`src/rtl/pmu_pkg.sv`:
```
package pmu_pkg;

    // Counter geometry
    localparam int CNT_W     = 32;
    localparam int SEL_W     = 8;
    localparam int NUM_CODES = 1 << SEL_W;
    localparam int NUM_CNT   = 3;
    localparam int NUM_EVC   = 2;
    localparam int PRESCALE  = 64;

    // Counter slots, ordered as the enable and flag fields are ordered
    localparam int CI_EV0 = 0;
    localparam int CI_EV1 = 1;
    localparam int CI_CYC = 2;

    // Control word layout (fixed: software decodes it)
    localparam int BIT_RUN   = 0;
    localparam int BIT_EVCLR = 1;
    localparam int BIT_CYCLR = 2;
    localparam int BIT_DIV   = 3;
    localparam int IEN_LSB   = 4;
    localparam int FLAG_LSB  = 8;
    localparam int SEL0_LSB  = 12;
    localparam int SEL1_LSB  = 20;

    localparam logic [31:0] WRITE_MASK = 32'h0FFF_F77F;
    localparam logic [31:0] ACT_BITS   = (32'd1 << BIT_EVCLR) | (32'd1 << BIT_CYCLR);
    localparam logic [31:0] FLAG_BITS  = 32'(((1 << NUM_CNT) - 1) << FLAG_LSB);
    localparam logic [31:0] KEEP_MASK  = WRITE_MASK & ~ACT_BITS & ~FLAG_BITS;

    localparam logic [SEL_W-1:0] SEL_IDLE = '1;
    localparam logic [31:0] CFG_RESET =
        (32'(SEL_IDLE) << SEL0_LSB) | (32'(SEL_IDLE) << SEL1_LSB);

    typedef enum logic [1:0] {
        RA_CTRL = 2'd0,
        RA_CYC  = 2'd1,
        RA_EV0  = 2'd2,
        RA_EV1  = 2'd3
    } reg_addr_e;

    typedef struct packed {
        logic load;
        logic clear;
        logic step;
    } cnt_ctl_t;

    function automatic reg_addr_e slot_addr(input int idx);
        case (idx)
            CI_EV0:  return RA_EV0;
            CI_EV1:  return RA_EV1;
            default: return RA_CYC;
        endcase
    endfunction

    function automatic int sel_lsb(input int idx);
        return (idx == CI_EV0) ? SEL0_LSB : SEL1_LSB;
    endfunction

endpackage

```
`src/rtl/pmu_prescaler.sv`:
```
module pmu_prescaler
    import pmu_pkg::*;
#(
    parameter int DIV = PRESCALE
) (
    input  logic clk,
    input  logic rst,
    input  logic clr,
    input  logic run,
    input  logic slow,
    output logic tick
);
    localparam int PW = (DIV > 1) ? $clog2(DIV) : 1;
    localparam logic [PW-1:0] LAST = PW'(DIV - 1);

    logic [PW-1:0] phase_q;

    assign tick = run && (!slow || phase_q == LAST);

    always_ff @(posedge clk) begin
        if (rst || clr) begin
            phase_q <= '0;
        end else if (run && slow) begin
            phase_q <= (phase_q == LAST) ? '0 : phase_q + 1'b1;
        end
    end

    // The phase wraps at DIV-1 and never runs past it
    p_phase_bound_r3: assert property (@(posedge clk) disable iff (rst)
        run && slow && phase_q == LAST && !clr |=> phase_q == '0);

endmodule

```
`src/rtl/pmu_counter.sv`:
```
module pmu_counter
    import pmu_pkg::*;
#(
    parameter int W = CNT_W
) (
    input  logic         clk,
    input  logic         rst,
    input  cnt_ctl_t     ctl,
    input  logic [W-1:0] load_val,
    output logic [W-1:0] value,
    output logic         wrap
);
    logic [W-1:0] cnt_q;

    assign value = cnt_q;
    assign wrap  = ctl.step && !ctl.load && !ctl.clear && (&cnt_q);

    always_ff @(posedge clk) begin
        if (rst) begin
            cnt_q <= '0;
        end else if (ctl.load) begin
            cnt_q <= load_val;
        end else if (ctl.clear) begin
            cnt_q <= '0;
        end else if (ctl.step) begin
            cnt_q <= cnt_q + 1'b1;
        end
    end

    p_load_visible_r10: assert property (@(posedge clk) disable iff (rst)
        ctl.load |=> cnt_q == $past(load_val));

    p_wrap_to_zero_r7: assert property (@(posedge clk) disable iff (rst)
        wrap |=> cnt_q == '0);

endmodule

```
`src/rtl/pmu_evt_match.sv`:
```
module pmu_evt_match
    import pmu_pkg::*;
(
    input  logic [SEL_W-1:0]     code,
    input  logic [NUM_CODES-1:0] strobes,
    output logic                 hit
);
    assign hit = (code != SEL_IDLE) && strobes[code];
endmodule

```
`src/rtl/pmu_ctrl_reg.sv`:
```
module pmu_ctrl_reg
    import pmu_pkg::*;
(
    input  logic               clk,
    input  logic               rst,
    input  logic               wr,
    input  logic [31:0]        wdata,
    input  logic [NUM_CNT-1:0] wrap,
    output logic [31:0]        word,
    output logic               clr_events,
    output logic               clr_cycle
);
    logic [31:0]        cfg_q;
    logic [NUM_CNT-1:0] flag_q;
    logic [NUM_CNT-1:0] flag_clr;

    assign flag_clr   = wr ? wdata[FLAG_LSB +: NUM_CNT] : '0;
    assign clr_events = wr && wdata[BIT_EVCLR];
    assign clr_cycle  = wr && wdata[BIT_CYCLR];
    assign word       = cfg_q | (32'(flag_q) << FLAG_LSB);

    always_ff @(posedge clk) begin
        if (rst) begin
            cfg_q  <= CFG_RESET;
            flag_q <= '0;
        end else begin
            if (wr) begin
                cfg_q <= wdata & KEEP_MASK;
            end
            // A new wrap outranks a clear in the same cycle
            flag_q <= (flag_q & ~flag_clr) | wrap;
        end
    end

    for (genvar i = 0; i < NUM_CNT; i++) begin : g_flag_chk
        p_flag_sticky_r7: assert property (@(posedge clk) disable iff (rst)
            flag_q[i] && !(wr && wdata[FLAG_LSB + i]) |=> flag_q[i]);
        p_wrap_sets_r8: assert property (@(posedge clk) disable iff (rst)
            wrap[i] |=> flag_q[i]);
    end

endmodule

```
`src/rtl/perfmon_unit.sv`:
```
module perfmon_unit
    import pmu_pkg::*;
#(
    parameter int DIV = PRESCALE
) (
    input  logic                 clk,
    input  logic                 rst,
    input  logic [1:0]           reg_addr,
    input  logic                 reg_we,
    input  logic [31:0]          reg_wdata,
    output logic [31:0]          reg_rdata,
    input  logic [NUM_CODES-1:0] evt_strobe,
    output logic                 irq
);
    logic [31:0]                   ctrl_word;
    logic                          clr_events;
    logic                          clr_cycle;
    logic                          run;
    logic                          slow;
    logic [NUM_CNT-1:0]            ien;
    logic [NUM_CNT-1:0]            flags;
    logic [NUM_CNT-1:0]            wrap;
    logic [NUM_CNT-1:0]            step;
    logic [NUM_EVC-1:0]            hit;
    logic                          cyc_tick;
    logic [NUM_CNT-1:0][CNT_W-1:0] cnt;
    cnt_ctl_t                      ctl [NUM_CNT];

    assign run   = ctrl_word[BIT_RUN];
    assign slow  = ctrl_word[BIT_DIV];
    assign ien   = ctrl_word[IEN_LSB +: NUM_CNT];
    assign flags = ctrl_word[FLAG_LSB +: NUM_CNT];

    pmu_ctrl_reg u_ctrl (
        .clk        (clk),
        .rst        (rst),
        .wr         (reg_we && reg_addr == RA_CTRL),
        .wdata      (reg_wdata),
        .wrap       (wrap),
        .word       (ctrl_word),
        .clr_events (clr_events),
        .clr_cycle  (clr_cycle)
    );

    pmu_prescaler #(.DIV(DIV)) u_pre (
        .clk  (clk),
        .rst  (rst),
        .clr  (clr_cycle),
        .run  (run),
        .slow (slow),
        .tick (cyc_tick)
    );

    for (genvar e = 0; e < NUM_EVC; e++) begin : g_match
        pmu_evt_match u_match (
            .code    (ctrl_word[sel_lsb(e) +: SEL_W]),
            .strobes (evt_strobe),
            .hit     (hit[e])
        );
        assign step[e] = run && hit[e];
    end
    assign step[CI_CYC] = cyc_tick;

    for (genvar i = 0; i < NUM_CNT; i++) begin : g_cnt
        assign ctl[i].load  = reg_we && reg_addr == slot_addr(i);
        assign ctl[i].clear = (i == CI_CYC) ? clr_cycle : clr_events;
        assign ctl[i].step  = step[i];

        pmu_counter #(.W(CNT_W)) u_cnt (
            .clk      (clk),
            .rst      (rst),
            .ctl      (ctl[i]),
            .load_val (reg_wdata[CNT_W-1:0]),
            .value    (cnt[i]),
            .wrap     (wrap[i])
        );
    end

    always_comb begin
        case (reg_addr)
            RA_CTRL: reg_rdata = ctrl_word;
            RA_CYC:  reg_rdata = 32'(cnt[CI_CYC]);
            RA_EV0:  reg_rdata = 32'(cnt[CI_EV0]);
            default: reg_rdata = 32'(cnt[CI_EV1]);
        endcase
    end

    assign irq = |(flags & ien);

    p_hold_stopped_r2: assert property (@(posedge clk) disable iff (rst)
        !run && !reg_we |=> $stable(cnt));

    p_slow_gap_r3: assert property (@(posedge clk) disable iff (rst)
        run && slow && !cyc_tick && !reg_we |=> $stable(cnt[CI_CYC]));

    p_evclr_r5: assert property (@(posedge clk) disable iff (rst)
        reg_we && reg_addr == RA_CTRL && reg_wdata[BIT_EVCLR]
        |=> cnt[CI_EV0] == '0 && cnt[CI_EV1] == '0);

    p_cyclr_r5: assert property (@(posedge clk) disable iff (rst)
        reg_we && reg_addr == RA_CTRL && reg_wdata[BIT_CYCLR]
        |=> cnt[CI_CYC] == '0);

    p_irq_source_r9: assert property (@(posedge clk) disable iff (rst)
        irq |-> $countones(flags) > 0);

endmodule

```
`config.mk`:
```
export PLATFORM = sky130hd
export DESIGN_NAME = perfmon_unit
export DESIGN_NICKNAME = d
export VERILOG_FILES = /design/src/rtl/pmu_pkg.sv /design/src/rtl/pmu_prescaler.sv /design/src/rtl/pmu_counter.sv /design/src/rtl/pmu_evt_match.sv /design/src/rtl/pmu_ctrl_reg.sv /design/src/rtl/perfmon_unit.sv
export SDC_FILE = /design/constraint.sdc
export NUM_CORES = 1
export LEC_CHECK = 0
export BUFFER_PORTS_ARGS = -buffer_cell sky130_fd_sc_hd__buf_2
export CAP_MARGIN = 10
export CORE_MARGIN = 5
export CORE_UTILIZATION = 25
export CTS_CLUSTER_SIZE = 8
export DETAILED_ROUTE_END_ITERATION = 7
export GPL_TIMING_DRIVEN = 0
export SKIP_CTS_REPAIR_TIMING = 1
export SLEW_MARGIN = 20
export SYNTH_ARGS = -nofsm -noshare
export SYNTH_HDL_FRONTEND = slang
export SYNTH_HIERARCHICAL = 1
export SYNTH_SLANG_ARGS = --single-unit
```
`constraint.sdc`:
```
create_clock -name clk -period 11.19 [get_ports clk]
set_clock_uncertainty 0.05 [all_clocks]
set_input_delay 0.5595 -clock clk [delete_from_list [all_inputs] [get_ports clk]]
set_output_delay 0.5595 -clock clk [all_outputs]
set_load 0.005 [all_outputs]
```
==> impl_metrics.tcl <==
set metrics [dict create \
    outcome "finished, final reports clean" \
    antenna_found_initial 2 \
    post_dp_cell_area_um2 14900 \
    timing_worst_slew_pin_value_ns 1.214 \
    maxCapViolCount 0 \
    clkPwrFrac_pct 39.5 \
    finalSetupViolations 0 \
    netlist_area_um2 12420 \
    synth.most_common_cell "nand2_1" \
    power_mw 1.461 \
    wl_mm 61.74 \
    ys_top_cells_by_count "189 x nand2_1, 156 x mux4_2, 126 x dfxtp_1, 79 x o21ai_0, 69 x a21oi_1" \
    design_area_um2 15510 \
    synth_top_cell_area_share_pct 28.30 \
    internal_power_uw 985.8 \
    cp_data_arrival_time_ns 6.02 \
    clk_latency_ns 0.43 \
    synth_flop_cell "dfxtp_1" \
    vias 13804 \
    syn_area_per_cell_um2 9.421 \
    dieArea_um2 54220 \
    synth_top_area_cell "mux4_2" \
    wl_per_cell_um 26.33 \
    seqPwrFrac_pct 33.2 \
    slew_violations 0 \
    start_kind "flip-flop" \
    power_frac_comb_pct 27.2 \
    first_global_vias 13623 \
    tns_ns 0 \
    io_buffers 323 \
    rsz0062_at_grt "no" \
    grt_pass1_wl_mm 88.12 \
    io_pins 326 \
    place_congestion 0.9995 \
    h-tree-depth 4 \
    cp-end-kind "flip-flop" \
    p_leak_nw 5.869 \
    worst_ir_drop_vdd_v 0.00009630 \
    synth_edf_count 0 \
    hold_path_class "primary input to flip-flop" \
    postRouteAntennaNets 0 \
    fin_ws_ns 5.438 \
    crit_fanout 10 \
    slew_headroom_pct 18.35 \
    critPathKind "flip-flop to flip-flop" \
    clockRootBuffer "clkbuf_16" \
    syn_to_final_growth_pct 24.95 \
    die_w_um 232.9 \
    drc 0 \
    cts_tree "done" \
    p_sw_uw 474.7 \
    path_clk_slew_ns 0.06 \
    overflow 0 \
    core_area_um2 49050 \
    synth.area.top_cells "mux4_2 28%, dfxtp_1 20%, nand2_1 5.7%" \
    firstDrtPassIters 5 \
    clock_path_buffers 2 \
    grt_start_max_net_pins 17 \
    ys_warn_count 6 \
    syn_inst 1318 \
    yosysUniqueCellTypes 73 \
    row_count 81 \
    ys_seq_area_share_pct 20.31 \
    vias_per_cell 5.887 \
    ys_ff_latch 126 \
    dp_slack_ns 5.747 \
    cp.required_ns 11.46 \
    start_util_pct 25.31 \
    async_flop_share_pct 0 \
    dpl.hpwl_mm 50.54 \
    nets 1964 \
    drtIter0Drc 1367 \
    track_usage_pct 21.64 \
    drive_gt1_share_pct 37.86 \
    fmax_mhz 173.9 \
    period_share_pct 51.40 \
    p_sw_share_pct 32.50 \
    numCtsBuffers 17 \
    power_density_nw_per_um2 94.14 \
    finalCriticalPeriod_ns 5.752 \
    die_h_um 232.9 \
    clkSinkCount 126 \
    hold_viol 0 \
]
==> per-layer routing <==
metal	share of wire [%]	vias up	track usage, %
met1	38	6863	26.27
met3	9.2	155	3.612
met2	48	919	37.12
li1	-	5865	-
met4	5.4	2	10.74
met5	0.021	-	0
==> flip-flops by register name, indices dropped and copies added (netlist names) <==
name	flops
g_cnt.u_cnt/value	96
u_ctrl/cfg_q	21
u_ctrl/flag_q	3
u_pre/phase_q	6
==> worst paths after layout <==
kind                          from                        to  slack [ns]  depth (start not counted)
setup / recovery  u_ctrl/cfg_q[21]  g_cnt[1].u_cnt/value[15]        5.44                         16
setup reg to reg  u_ctrl/cfg_q[21]  g_cnt[1].u_cnt/value[15]        5.44                         16
hold / removal       reg_wdata[18]  g_cnt[0].u_cnt/value[18]        0.37                          3
hold reg to reg   u_pre/phase_q[5]          u_pre/phase_q[5]        0.43                          2
==> cell families (layout without fill, tap and decap cells) <==
kind of cell,count (synthesis),in the layout,synth area share (%)
mux,185,185,31.48
simple gates,536,536,24.18
flops,126,126,20.31
compound gates,298,298,15.42
other cells,1,9,0.03020
buf+inv,128,483,5.351
xor+xnor,40,40,2.821
fa+ha+maj,4,4,0.4031
==> per-stage QoR <==
step | utilization (%) | hold slack, ns | instances
4_1_cts | 31.60 | 0.3542 | 2344
2_1_floorplan | - | 0.4021 | 1325
3_3_place_gp | 30.36 | 0.4174 | 2312
5_1_grt | 31.63 | 0.3733 | 2345
3_5_place_dp | 30.38 | 0.4295 | 2312
6_report | 31.63 | 0.3700 | 2345
==> critical path, cell delays in order (launching register included) <==
cell,delay (ns)
dfxtp_1,0.40
buf_6,0.24
clkbuf_1,0.71
buf_1,0.65
mux4_2,0.43
a221oi_1,0.60
nor2_1,0.10
nor3_1,0.19
o21ai_0,0.12
a22o_1,0.26
and2_1,0.19
buf_2,0.21
nor3_1,0.63
nor2_1,0.27
nand3_1,0.25
nor3b_1,0.08
a221o_1,0.25
==> layout make-up <==
cell class | instances | area (µm²)
Fill cell | 5229 | 33540
Multi-Input combinational cell | 1071 | 9281
Sequential cell | 126 | 2522
Timing Repair Buffer | 323 | 1617
Tap cell | 664 | 830.8
Buffer | 110 | 596.8
Clock buffer | 18 | 439.2
Clock inverter | 14 | 157.7
Inverter | 18 | 67.56
Antenna cell | 1 | 2.502
==> cell usage in the layout, fill, tap and decap left out, types with 14 or more instances in the layout <==
master     Yosys  final
nor2_1        62     62
buf_2         23    346
mux2i_1       17     17
clkbuf_16      0     17
dfxtp_1      126    126
a31oi_1       20     20
a211o_1       16     16
nor3_1        41     41
xnor2_1       21     21
a22oi_1       17     17
nand3_1       65     65
nand4_1       14     14
a211oi_1      20     20
xor2_1        19     19
nor2b_1       21     21
a21oi_1       69     69
nand2_1      189    189
o21ai_0       79     79
inv_1         18     18
clkbuf_1      56     56
mux4_2       156    156
and3_1        21     21
==> power by group through the flow <==
| stage | Combinational [mW] | Clock (mW) | Sequential (mW) |
|---|---|---|---|
| after floorplan | 0.222 | 0 | 0.484 |
| after global placement | 0.387 | 0 | 0.494 |
| after detailed placement | 0.389 | 0 | 0.495 |
| after CTS | 0.391 | 0.583 | 0.485 |
| after global routing | 0.418 | 0.606 | 0.487 |
| final | 0.398 | 0.577 | 0.486 |
No activity file was read; power rests on OpenSTA's default activity.
